[src/rtl/hwc_pkg.sv]
package hwc_pkg;

    typedef enum logic [1:0] {
        ST_RUN   = 2'd0,
        ST_ENTRY = 2'd1,
        ST_HALT  = 2'd2,
        ST_WARM  = 2'd3
    } hwc_state_e;

    localparam logic [1:0] MODE_LIGHT = 2'd0;
    localparam logic [1:0] MODE_DEEP  = 2'd1;
    localparam logic [1:0] MODE_STOP  = 2'd2;

endpackage

[src/rtl/hwc_src_qual.sv]
module hwc_src_qual #(
    parameter int              NUM_SRC  = 8,
    parameter int              LVL_W    = 3,
    parameter logic [NUM_SRC-1:0] WAKE_CAP = 8'h3F
) (
    input  logic                     clk,
    input  logic                     rst_n,
    input  logic [NUM_SRC-1:0]       irq_pend,
    input  logic [NUM_SRC*LVL_W-1:0] irq_lvl,
    input  logic [LVL_W-1:0]         mask_lvl,
    input  logic                     nmi,
    output logic [NUM_SRC-1:0]       svc_rise,
    output logic [NUM_SRC-1:0]       wc_rise,
    output logic                     nmi_rise
);

    logic [NUM_SRC-1:0] pend_d, pend_q;
    logic               nmi_d, nmi_q;

    always_comb begin
        pend_d = irq_pend;
        nmi_d  = nmi;
    end

    always_ff @(posedge clk or negedge rst_n) begin
        if (!rst_n) begin
            pend_q <= '0;
            nmi_q  <= 1'b0;
        end else begin
            pend_q <= pend_d;
            nmi_q  <= nmi_d;
        end
    end

    assign nmi_rise = nmi & ~nmi_q;

    for (genvar g = 0; g < NUM_SRC; g++) begin : g_src
        logic             rise;
        logic             above;
        logic [LVL_W-1:0] lvl;
        assign lvl         = irq_lvl[g*LVL_W +: LVL_W];
        assign rise        = irq_pend[g] & ~pend_q[g];
        assign above       = lvl > mask_lvl;
        assign svc_rise[g] = rise & above;
        assign wc_rise[g]  = rise & ~above & WAKE_CAP[g];
    end

endmodule

[src/rtl/hwc_pick.sv]
module hwc_pick #(
    parameter int NUM_SRC = 8,
    parameter int LVL_W   = 3,
    localparam int ID_W   = $clog2(NUM_SRC + 1),
    localparam int PRI_W  = LVL_W + 1
) (
    input  logic [NUM_SRC-1:0]       req,
    input  logic [NUM_SRC*LVL_W-1:0] irq_lvl,
    input  logic                     nmi_req,
    output logic                     win_vld,
    output logic [ID_W-1:0]          win_id,
    output logic [PRI_W-1:0]         win_pri
);

    localparam logic [PRI_W-1:0] NMI_PRI = {1'b1, {LVL_W{1'b0}}};

    always_comb begin
        win_vld = 1'b0;
        win_id  = '0;
        win_pri = '0;
        for (int i = 0; i < NUM_SRC; i++) begin
            if (req[i] && (!win_vld || {1'b0, irq_lvl[i*LVL_W +: LVL_W]} > win_pri)) begin
                win_vld = 1'b1;
                win_id  = ID_W'(i);
                win_pri = {1'b0, irq_lvl[i*LVL_W +: LVL_W]};
            end
        end
        if (nmi_req) begin
            win_vld = 1'b1;
            win_id  = ID_W'(NUM_SRC);
            win_pri = NMI_PRI;
        end
    end

endmodule

[src/rtl/hwc_warm_timer.sv]
module hwc_warm_timer #(
    parameter int  OSC_WAIT = 16,
    localparam int CNT_W    = $clog2(OSC_WAIT + 1)
) (
    input  logic clk,
    input  logic rst_n,
    input  logic load,
    output logic done
);

    logic [CNT_W-1:0] cnt_d, cnt_q;

    always_comb begin
        cnt_d = cnt_q;
        if (load)
            cnt_d = CNT_W'(OSC_WAIT);
        else if (cnt_q != '0)
            cnt_d = cnt_q - CNT_W'(1);
    end

    always_ff @(posedge clk or negedge rst_n) begin
        if (!rst_n) cnt_q <= '0;
        else        cnt_q <= cnt_d;
    end

    assign done = (cnt_q == '0);


    cnt_bound_chk: assert property (@(posedge clk) disable iff (!rst_n)
        cnt_q <= CNT_W'(OSC_WAIT));

endmodule

[src/rtl/halt_wake_ctrl.sv]
module halt_wake_ctrl #(
    parameter int                 NUM_SRC   = 8,
    parameter int                 LVL_W     = 3,
    parameter int                 ENTRY_WIN = 5,
    parameter int                 OSC_WAIT  = 16,
    parameter logic [NUM_SRC-1:0] WAKE_CAP  = 8'h3F
) (
    input  logic                             clk,
    input  logic                             rst_n,
    input  logic                             soft_rst,
    input  logic                             halt_req,
    input  logic [1:0]                       halt_mode,
    input  logic [LVL_W-1:0]                 mask_lvl,
    input  logic [NUM_SRC-1:0]               irq_pend,
    input  logic [NUM_SRC*LVL_W-1:0]         irq_lvl,
    input  logic                             nmi,
    output logic                             halted,
    output logic                             wake_pulse,
    output logic                             svc_strobe,
    output logic [$clog2(NUM_SRC+1)-1:0]     svc_id,
    output logic                             resume_nosvc,
    output logic                             clk_stable
);

    import hwc_pkg::*;

    localparam int ID_W  = $clog2(NUM_SRC + 1);
    localparam int PRI_W = LVL_W + 1;
    localparam int WIN_W = $clog2(ENTRY_WIN + 1);

    typedef struct packed {
        hwc_state_e       st;
        logic [1:0]       mode;
        logic [WIN_W-1:0] win;
        logic             hold_vld;
        logic [ID_W-1:0]  hold_id;
        logic [PRI_W-1:0] hold_pri;
        logic             nxt_vld;
        logic [ID_W-1:0]  nxt_id;
        logic             wake;
        logic             svc;
        logic [ID_W-1:0]  svc_id;
        logic             nosvc;
    } ctl_t;

    ctl_t d, q;

    logic [NUM_SRC-1:0] svc_rise, wc_rise;
    logic               nmi_rise;
    logic               new_vld;
    logic [ID_W-1:0]    new_id;
    logic [PRI_W-1:0]   new_pri;
    logic               warm_load, warm_done;

    hwc_src_qual #(.NUM_SRC(NUM_SRC), .LVL_W(LVL_W), .WAKE_CAP(WAKE_CAP)) qual_i (
        .clk      (clk),
        .rst_n    (rst_n),
        .irq_pend (irq_pend),
        .irq_lvl  (irq_lvl),
        .mask_lvl (mask_lvl),
        .nmi      (nmi),
        .svc_rise (svc_rise),
        .wc_rise  (wc_rise),
        .nmi_rise (nmi_rise)
    );

    hwc_pick #(.NUM_SRC(NUM_SRC), .LVL_W(LVL_W)) pick_i (
        .req     (svc_rise),
        .irq_lvl (irq_lvl),
        .nmi_req (nmi_rise),
        .win_vld (new_vld),
        .win_id  (new_id),
        .win_pri (new_pri)
    );

    hwc_warm_timer #(.OSC_WAIT(OSC_WAIT)) warm_i (
        .clk   (clk),
        .rst_n (rst_n),
        .load  (warm_load),
        .done  (warm_done)
    );

    function automatic logic outranks(input logic [PRI_W-1:0] pa, input logic [ID_W-1:0] ia,
                                      input logic [PRI_W-1:0] pb, input logic [ID_W-1:0] ib);
        return (pa > pb) || ((pa == pb) && (ia < ib));
    endfunction

    always_comb begin
        d       = q;
        d.wake  = 1'b0;
        d.svc   = 1'b0;
        d.nosvc = 1'b0;
        case (q.st)
            ST_RUN: begin
                if (q.nxt_vld) begin
                    d.svc     = 1'b1;
                    d.svc_id  = q.nxt_id;
                    d.nxt_vld = 1'b0;
                end
                if (halt_req) begin
                    d.mode     = halt_mode;
                    d.win      = '0;
                    d.hold_vld = 1'b0;
                    d.st       = (halt_mode == MODE_LIGHT) ? ST_HALT : ST_ENTRY;
                end
            end
            ST_ENTRY: begin
                if (new_vld && (!q.hold_vld || outranks(new_pri, new_id, q.hold_pri, q.hold_id))) begin
                    d.hold_vld = 1'b1;
                    d.hold_id  = new_id;
                    d.hold_pri = new_pri;
                end
                if (q.win == WIN_W'(ENTRY_WIN - 1))
                    d.st = ST_HALT;
                else
                    d.win = q.win + WIN_W'(1);
            end
            ST_HALT: begin
                if (new_vld) begin
                    d.st       = ST_RUN;
                    d.wake     = 1'b1;
                    d.svc      = 1'b1;
                    d.hold_vld = 1'b0;
                    d.nxt_vld  = q.hold_vld;
                    if (q.hold_vld && outranks(q.hold_pri, q.hold_id, new_pri, new_id)) begin
                        d.svc_id = q.hold_id;
                        d.nxt_id = new_id;
                    end else begin
                        d.svc_id = new_id;
                        d.nxt_id = q.hold_id;
                    end
                end else if (|wc_rise) begin
                    d.st       = ST_RUN;
                    d.wake     = 1'b1;
                    d.hold_vld = 1'b0;
                    if (q.hold_vld) begin
                        d.svc    = 1'b1;
                        d.svc_id = q.hold_id;
                    end else begin
                        d.nosvc = 1'b1;
                    end
                end
            end
            ST_WARM: begin
                if (warm_done)
                    d.st = ST_RUN;
            end
            default: d.st = ST_RUN;
        endcase
        if (soft_rst) begin
            d.st       = (q.st == ST_WARM ||
                          ((q.st == ST_ENTRY || q.st == ST_HALT) && q.mode[1])) ? ST_WARM : ST_RUN;
            d.hold_vld = 1'b0;
            d.nxt_vld  = 1'b0;
            d.wake     = 1'b0;
            d.svc      = 1'b0;
            d.nosvc    = 1'b0;
        end
    end

    always_ff @(posedge clk or negedge rst_n) begin
        if (!rst_n) begin
            q <= '{st: ST_RUN, mode: '0, win: '0, hold_vld: 1'b0, hold_id: '0, hold_pri: '0,
                   nxt_vld: 1'b0, nxt_id: '0, wake: 1'b0, svc: 1'b0, svc_id: '0, nosvc: 1'b0};
        end else begin
            q <= d;
        end
    end

    assign warm_load    = soft_rst && (d.st == ST_WARM);
    assign halted       = (q.st == ST_ENTRY) || (q.st == ST_HALT);
    assign wake_pulse   = q.wake;
    assign svc_strobe   = q.svc;
    assign svc_id       = q.svc_id;
    assign resume_nosvc = q.nosvc;
    assign clk_stable   = (q.st != ST_WARM) && !((q.st == ST_HALT) && q.mode[1]);


    rst_release_chk: assert property (@(posedge clk) disable iff (!rst_n)
        soft_rst |=> !halted);


    halt_accept_chk: assert property (@(posedge clk) disable iff (!rst_n)
        $rose(halted) |-> $past(halt_req));


    wake_single_chk: assert property (@(posedge clk) disable iff (!rst_n)
        wake_pulse |=> !wake_pulse);


    wake_running_chk: assert property (@(posedge clk) disable iff (!rst_n)
        wake_pulse |-> !halted);


    nosvc_excl_chk: assert property (@(posedge clk) disable iff (!rst_n)
        resume_nosvc |-> (wake_pulse && !svc_strobe));


    second_svc_chk: assert property (@(posedge clk) disable iff (!rst_n)
        (q.st == ST_RUN && q.nxt_vld && !soft_rst) |=> svc_strobe);


    warm_unstable_chk: assert property (@(posedge clk) disable iff (!rst_n)
        (q.st == ST_WARM) |-> (!clk_stable && !halted));

endmodule

[config.mk]
export PLATFORM = sky130hd
export DESIGN_NAME = halt_wake_ctrl
export DESIGN_NICKNAME = d
export VERILOG_FILES = /design/src/rtl/hwc_pkg.sv /design/src/rtl/hwc_src_qual.sv /design/src/rtl/hwc_pick.sv /design/src/rtl/hwc_warm_timer.sv /design/src/rtl/halt_wake_ctrl.sv
export SDC_FILE = /design/constraint.sdc
export NUM_CORES = 1
export LEC_CHECK = 0
export ABC_AREA = 0
export BUFFER_PORTS_ARGS = -buffer_cell sky130_fd_sc_hd__buf_4
export CAP_MARGIN = 15
export CORE_ASPECT_RATIO = 0.7
export CORE_UTILIZATION = 54
export CTS_CLUSTER_SIZE = 8
export DETAILED_ROUTE_END_ITERATION = 6
export PLACE_DENSITY = 0.78
export SLEW_MARGIN = 25
export SYNTH_ARGS = -nofsm -noshare
export SYNTH_HDL_FRONTEND = slang
export SYNTH_HIERARCHICAL = 1
export SYNTH_SLANG_ARGS = --single-unit
[constraint.sdc]
create_clock -name clk -period 10.7 [get_ports clk]
set_input_delay 1.07 -clock clk [delete_from_list [all_inputs] [get_ports clk]]
set_output_delay 1.07 -clock clk [all_outputs]
set_load 0.02 [all_outputs]
# --- Word level (Yosys, flattened, before mapping) ---
# Cells that the tools add are included.
totals:
  reg_bits: 42
  inputBits: 42
  output_inout_bits: 9
  elab_cells: 204
classes:
  n_addsub: 2
  magnitude_cmp: 19
  n_eq_ne: 17
  mux: 60
  bitwise_logic: 38
  reduce_logical: 53
op_table:
  columns: ["operator", "count"]
  rows:
  - ["$gt 3x3->1", 15]
  - ["$mux 3", 13]
  - ["$mux 5", 5]
  - ["$and 1x1->1", 23]
  - ["$mux 2", 10]
  - ["$mux 1", 19]
  - ["$mux 4", 4]
  - ["$logic_and 1x1->1", 15]
  - ["$ne 3x3->1 const B", 5]
  - ["$not 1->1", 15]
  - ["$logic_or 1x1->1", 12]
  - ["$pmux 5 s2", 1]
  - ["$logic_not 1->1", 9]
  - ["$mux 9", 1]
  - ["$eq 4x4->1", 2]
  - ["$gt 4x4->1", 2]
  - ["$lt 4x4->1", 2]
  - ["$mux 8", 1]
  - ["$ne 2x2->1 const B", 4]
  - ["$pmux 2 s4", 1]
  - ["$reduce_and 2->1", 4]
  - ["$reduce_and 4->1", 2]
  - ["$mux 7", 1]
  - ["$eq 2x2->1 const B", 3]
  - ["other kinds (17)", 20]

# --- Logic depth before layout (Yosys ltp) ---
depth:
  depth_word: 41
  depth_mapped: 61

# --- Hierarchy ---
# Netlist, hierarchy kept.
modules_own_cells:
  columns: ["module", "n_inst", "cells_per_inst", "area_per_inst_um2"]
  rows:
  - ["halt_wake_ctrl", 1, 196, 1851.8]
  - ["hwc_pick", 1, 157, 1263.7]
  - ["hwc_src_qual", 1, 101, 923.4]
  - ["hwc_warm_timer", 1, 26, 255.2]

# --- Worst setup path after synthesis ---
# OpenSTA, ideal clock, no wires.
synth_path:
  path_type: "in2reg"
  startpoint: "in mask_lvl[1]"
  endpoint: "reg q[12] in the netlist's numbering"
  setup_time_ns: 0.125
  arrival_ns: 11.976
  slack_ns: -1.401
  path_stages: 56
  path_cell_list: "inv_1 > ha_1 > a31oi_1 > and3b_1 > buf_4 > nand2_1 > ha_1 > and3b_4 > or2_1 > a211oi_2 > ha_1 > and3b_1 > o21ai_2 > a211oi_1 > a21o_2 > ha_1 > a21oi_1 > a32oi_1 > [20 not listed] > o21ai_0 > a32oi_1 > o21a_1 > o31a_1 > ha_1 > nor2b_1 > o21a_1 > o211ai_1 > nand2_1 > or3_1 > o32ai_1 > inv_1 > ha_1 > nand2_1 > nor2_2 > a31oi_2 > a21oi_4 > mux2_2"
synth_via:
  elab_chain_len: 38
synth_rtl:
  columns: ["element", "line_no", "rtl"]
  rows:
  - ["from (decl)", "halt_wake_ctrl.sv:13", "input logic [LVL_W-1:0] mask_lvl,"]
  - ["$gt 3x3->1 (*)", "hwc_src_qual.sv:43", "assign above = lvl > mask_lvl;"]
  - ["$and 1x1->1 (*)", "hwc_src_qual.sv:44", "assign svc_rise[g] = rise & above;"]
  - ["named net svc_rise[0]", "halt_wake_ctrl.sv:48", "logic [NUM_SRC-1:0] svc_rise, wc_rise;"]
  - ["$mux 3 / $mux 1 (equally long branches)", "hwc_pick.sv:22", "if (req[i] && (!win_vld || {1'b0, irq_lvl[i*LVL_W +: LVL_W]} > win_pri)) begin"]
  - ["$gt 3x3->1 / $logic_not 1->1 (equally long branches)", "hwc_pick.sv:22", null]
  - ["$logic_or 1x1->1", "hwc_pick.sv:22", null]
  - ["$logic_and 1x1->1", "hwc_pick.sv:22", null]
  - ["$mux 3 / $mux 1 (equally long branches)", "hwc_pick.sv:22", null]
  - ["[23 not listed]", null, null]
  - ["$mux 3 (*)", "hwc_pick.sv:22", null]
  - ["$mux 4 (*)", "hwc_pick.sv:28", "if (nmi_req) begin"]
  - ["named net new_pri[2]", "halt_wake_ctrl.sv:52", "logic [PRI_W-1:0] new_pri;"]
  - ["branches (longest 2 deep; another with $gt 4x4->1)", null, null]
  - ["$logic_or 1x1->1 (*)", "halt_wake_ctrl.sv:85", "return (pa > pb) || ((pa == pb) && (ia < ib));"]
  - ["$logic_or 1x1->1 (*)", "halt_wake_ctrl.sv:108", "if (new_vld && (!q.hold_vld || outranks(new_pri, new_id, q.hold_pri, q.hold_id))) begin"]
  - ["$logic_and 1x1->1 (*)", "halt_wake_ctrl.sv:108", null]
  - ["$reduce_and 2->1 (no line) (*)", null, null]
  - ["to (signal assigned)", "halt_wake_ctrl.sv:163", "q <= '{st: ST_RUN, mode: '0, win: '0, hold_vld: 1'b0, hold_id: '0, hold_pri: '0,"]
  - ["to (decl)", "halt_wake_ctrl.sv:46", "ctl_t d, q;"]
# Mark *: on every way through the listed nets, which the timed path passes.
# A chain may end at the register's enable or synchronous reset.

# --- Worst setup path after layout ---
layout_path:
  startpoint: "in mask_lvl[1]"
  endpoint: "reg q (netlist bit svc_id[3])"
layout_via:
  elab_chain_len: 39
layout_rtl:
  columns: ["element", "line_no", "rtl"]
  rows:
  - ["$gt 3x3->1 (*)", "hwc_src_qual.sv:43", null]
  - ["$and 1x1->1 (*)", "hwc_src_qual.sv:44", null]
  - ["named net svc_rise[0]", "halt_wake_ctrl.sv:48", null]
  - ["$mux 3 / $mux 1 (equally long branches)", "hwc_pick.sv:22", null]
  - ["$gt 3x3->1 / $logic_not 1->1 (equally long branches)", "hwc_pick.sv:22", null]
  - ["$logic_or 1x1->1", "hwc_pick.sv:22", null]
  - ["$logic_and 1x1->1", "hwc_pick.sv:22", null]
  - ["$mux 3 / $mux 1 (equally long branches)", "hwc_pick.sv:22", null]
  - ["[24 not listed]", null, null]
  - ["$mux 4 (*)", "hwc_pick.sv:28", null]
  - ["named net new_pri[2]", "halt_wake_ctrl.sv:52", null]
  - ["branches (longest 2 deep; another with $gt 4x4->1)", null, null]
  - ["$logic_or 1x1->1 (*)", "halt_wake_ctrl.sv:85", null]
  - ["$logic_and 1x1->1 (*)", "halt_wake_ctrl.sv:125", "if (q.hold_vld && outranks(q.hold_pri, q.hold_id, new_pri, new_id)) begin"]
  - ["$mux 4 (*)", "halt_wake_ctrl.sv:125", null]
  - ["$mux 6 (*)", "halt_wake_ctrl.sv:119", "if (new_vld) begin"]
  - ["$pmux 5 s2 (*)", "halt_wake_ctrl.sv:93", "case (q.st)"]
# Marked as above.

==> qor.txt <==
status = complete, but fails checks
failing checks = negative setup slack
drt wl/cell = 23.6 µm
row count = 26
clk_lat worst skew = 0.29 ns
Leakage = 2.93 nW
Netlist Area Pre-Place = 4290 µm²
crit end category = flip-flop
Pwr per Cell Area = 184 nW/µm²
Setup Slack @ Placement = -1.24 ns
Hold Crit Class = reg2reg
CTS max path bufs = 2
Reg clk slew, reported paths = 0.07 ns
clk_skew = 0.00383 ns
first-pass GRT wire length = 21300 µm
most common cell after layout, fill and taps aside = buf_4
R2R Path End = svc_id[3]
Final WS setup = -1.81 ns
Slew HR = 29.3%
clock sink count = 41
crit start category = primary input
EDFF count, synth = 0
Iteration-0 DRC Markers = 633
setup_tns = -27.32 ns
CTS tree = yes
Final Net Count = 729
Synth area leader = dfrtp_1
drt via density = 6.75
Setup Viol. Count Final = 17
Die Y-Extent = 76.6 µm
worst reg2reg path depth = 58
via count = 4902
Buffers on Ports = 50
TritonRoute pass-1 iters = 6
io pins = 51
chip width = 109 µm
RSZ-0062 raised after global routing = yes
async set-reset flop share out of synthesis = 100%
share of layout cells above drive strength 1 = 48.1%
Seq cells post-synth = 41
Slew @ Worst Pin = 1.03 ns
Seq/Total Area, Yosys = 23.9%
core area = 7480 µm²
Area growth, synth to finish = 48.3%
die area = 8320 µm²
initial antenna violation count = 0
Mapped Avg Cell Area = 8.95 µm²
max frequency = 79.9 MHz
final hold violation count = 0
DPL Wire Length = 9170 µm
final period utilization = 117%
clk root buf = clkbuf_16
H-tree levels = 2
Mapped Cells = 480
Critical Path Most Common Cell = ha_4
Arrival @ worst endpoint = 12.69 ns
Hold EP = svc_id[2]
register area = 1030 µm²
Congestion Overflow GR = 0
ANT nets after route = 0
Tmin final = 12.51 ns
Slew Viols, Final = 0
Critical Path Fanout Max = 8
Hold WS = 0.527 ns
CTS Buf Count = 5
Synth area leaders = dfrtp_1, ha_1, inv_1
routability cong. = 0.910
area of the multi-input gates = 3600 µm²
R2R setup slack = -0.92 ns
final wirelength = 17100 µm
slowest stage delay, CP = 0.35 ns
All-Layer GR Usage = 32.8%
Yosys top cell area share = 23.9%
Primary FF master, synth = dfrtp_1
Ys Warns = 6
cts hold-fix bufs = 0
Top delay family on crit path = compound AO/OA/AOI/OAI gates
hold path depth = 2
fill cell count = 345
critical path required time = 10.88 ns
most frequent cells in the layout = buf_4, inv_1, ha_1
Distinct cells, synth = 78
Buf+Inv Stages, Crit Path = 9
CP Class = in2reg
vias in the first global route = 4402
Tot Pwr = 0.00117 W
DRC = 0
Initial Utilization = 57.4%
# diodes = 0
worst vdd ir = 0.000113 V
min-delay src = svc_id[2]
largest net degree at the start of global routing = 42
Max Cap Viol = 0
Worst R2R Start = qual_i/pend_q[0]
CP max-delay cell = a2111oi_4
==> cell families (layout without fill, tap and decap cells) <==
group                      Yosys count  count (layout)  share of synthesized area, %
AOI/OAI and AO/OA                  139             139                          26.4
xor gates and xnor gates             1               1                         0.204
adders and majority gates           60              60                          17.5
buffers and inverters               76             223                          8.04
DFF                                 41              41                          23.9
muxes                               18              18                          4.52
other                                1               2                        0.0873
and+or+nand+nor                    144             144                          19.3
==> synth_stat cells, types with 6 or more instances <==
master / instances
buf_4: 9
a211oi_2: 9
nand3b_1: 10
o21a_1: 6
nor2_1: 22
o21ai_0: 19
ha_1: 60
a21oi_1: 20
o211ai_1: 6
mux2_2: 11
a211oi_1: 7
nand2_1: 33
nor3_1: 10
nand2b_1: 12
dfrtp_1: 41
mux2i_1: 7
a21o_1: 6
nor2b_1: 7
nand3_1: 14
inv_1: 55
==> through the flow <==
step | instance area, µm² | util, % | instances
detailed placement | 5350 | 71.5 | 668
global placement | 5350 | 71.5 | 668
CTS | 5920 | 79.2 | 714
global route | 6370 | 85.1 | 726
floorplan | 4530 | - | 481
finish | 6370 | 85.1 | 726
==> how the worst max path moves through the flow <==
stage / from / endpoint / slack (ns) / cells after the start
CTS: mask_lvl[2] / q[13] / -0.71 / 56
finish: mask_lvl[1] / svc_id[3] / -1.81 / 61
floorplan: mask_lvl[1] / q[12] / -0.96 / 56
detailed placement: mask_lvl[2] / q[18] / -1.24 / 56
global route: mask_lvl[1] / q[9] / -1.93 / 59
global placement: mask_lvl[1] / q[12] / -0.89 / 58
==> report_power, final <==
part / switching, W / internal (W) / total, W
registers: 0.0000477 / 0.000201 / 0.000249
logic: 0.000409 / 0.000357 / 0.000767
clock network: 0.0000688 / 0.0000858 / 0.000155
==> worst register-to-register path: cells and delay by family (launching register included) <==
family | cells | cell delay, ns
DFF | 1 | 0.35
muxes | 1 | 0.25
and+or+nand+nor | 18 | 3.05
buffers and inverters | 7 | 0.95
AOI/OAI and AO/OA | 24 | 5.03
adders and majority gates | 8 | 1.88
==> timing repair <==
action	in CTS	in global routing
cloned	0	1
pin swaps	17	33
resized for setup	24	60
setup buffers	38	12
endpoints found under the setup margin	17	17
==> final cells by class <==
| cell class | count | area share [%] |
|---|---|---|
| Timing Repair Buffer | 160 | 19.8 |
| Clock inverter | 3 | 0.275 |
| Inverter | 55 | 3.36 |
| Multi-Input combinational cell | 364 | 56.5 |
| Sequential cell | 41 | 16.1 |
| Clock buffer | 5 | 1.97 |
| Tap cell | 98 | 1.93 |
==> flip-flops by register name (all words and copies together), names as in the netlist <==
name	count
resume_nosvc	1
qual_i/nmi_q	1
wake_pulse	1
warm_i/cnt_q	5
svc_id	4
svc_strobe	1
q	20
qual_i/pend_q	8
==> per-layer routing <==
layer	vias to the layer above	share of wire [%]	global-route usage (%)
li1	2040	-	-
met1	2280	38	43.2
met2	459	45	53.0
met3	123	12	6.84
met4	0	5.7	10.9
met5	-	0	0
(Power assumes the default switching activity.)
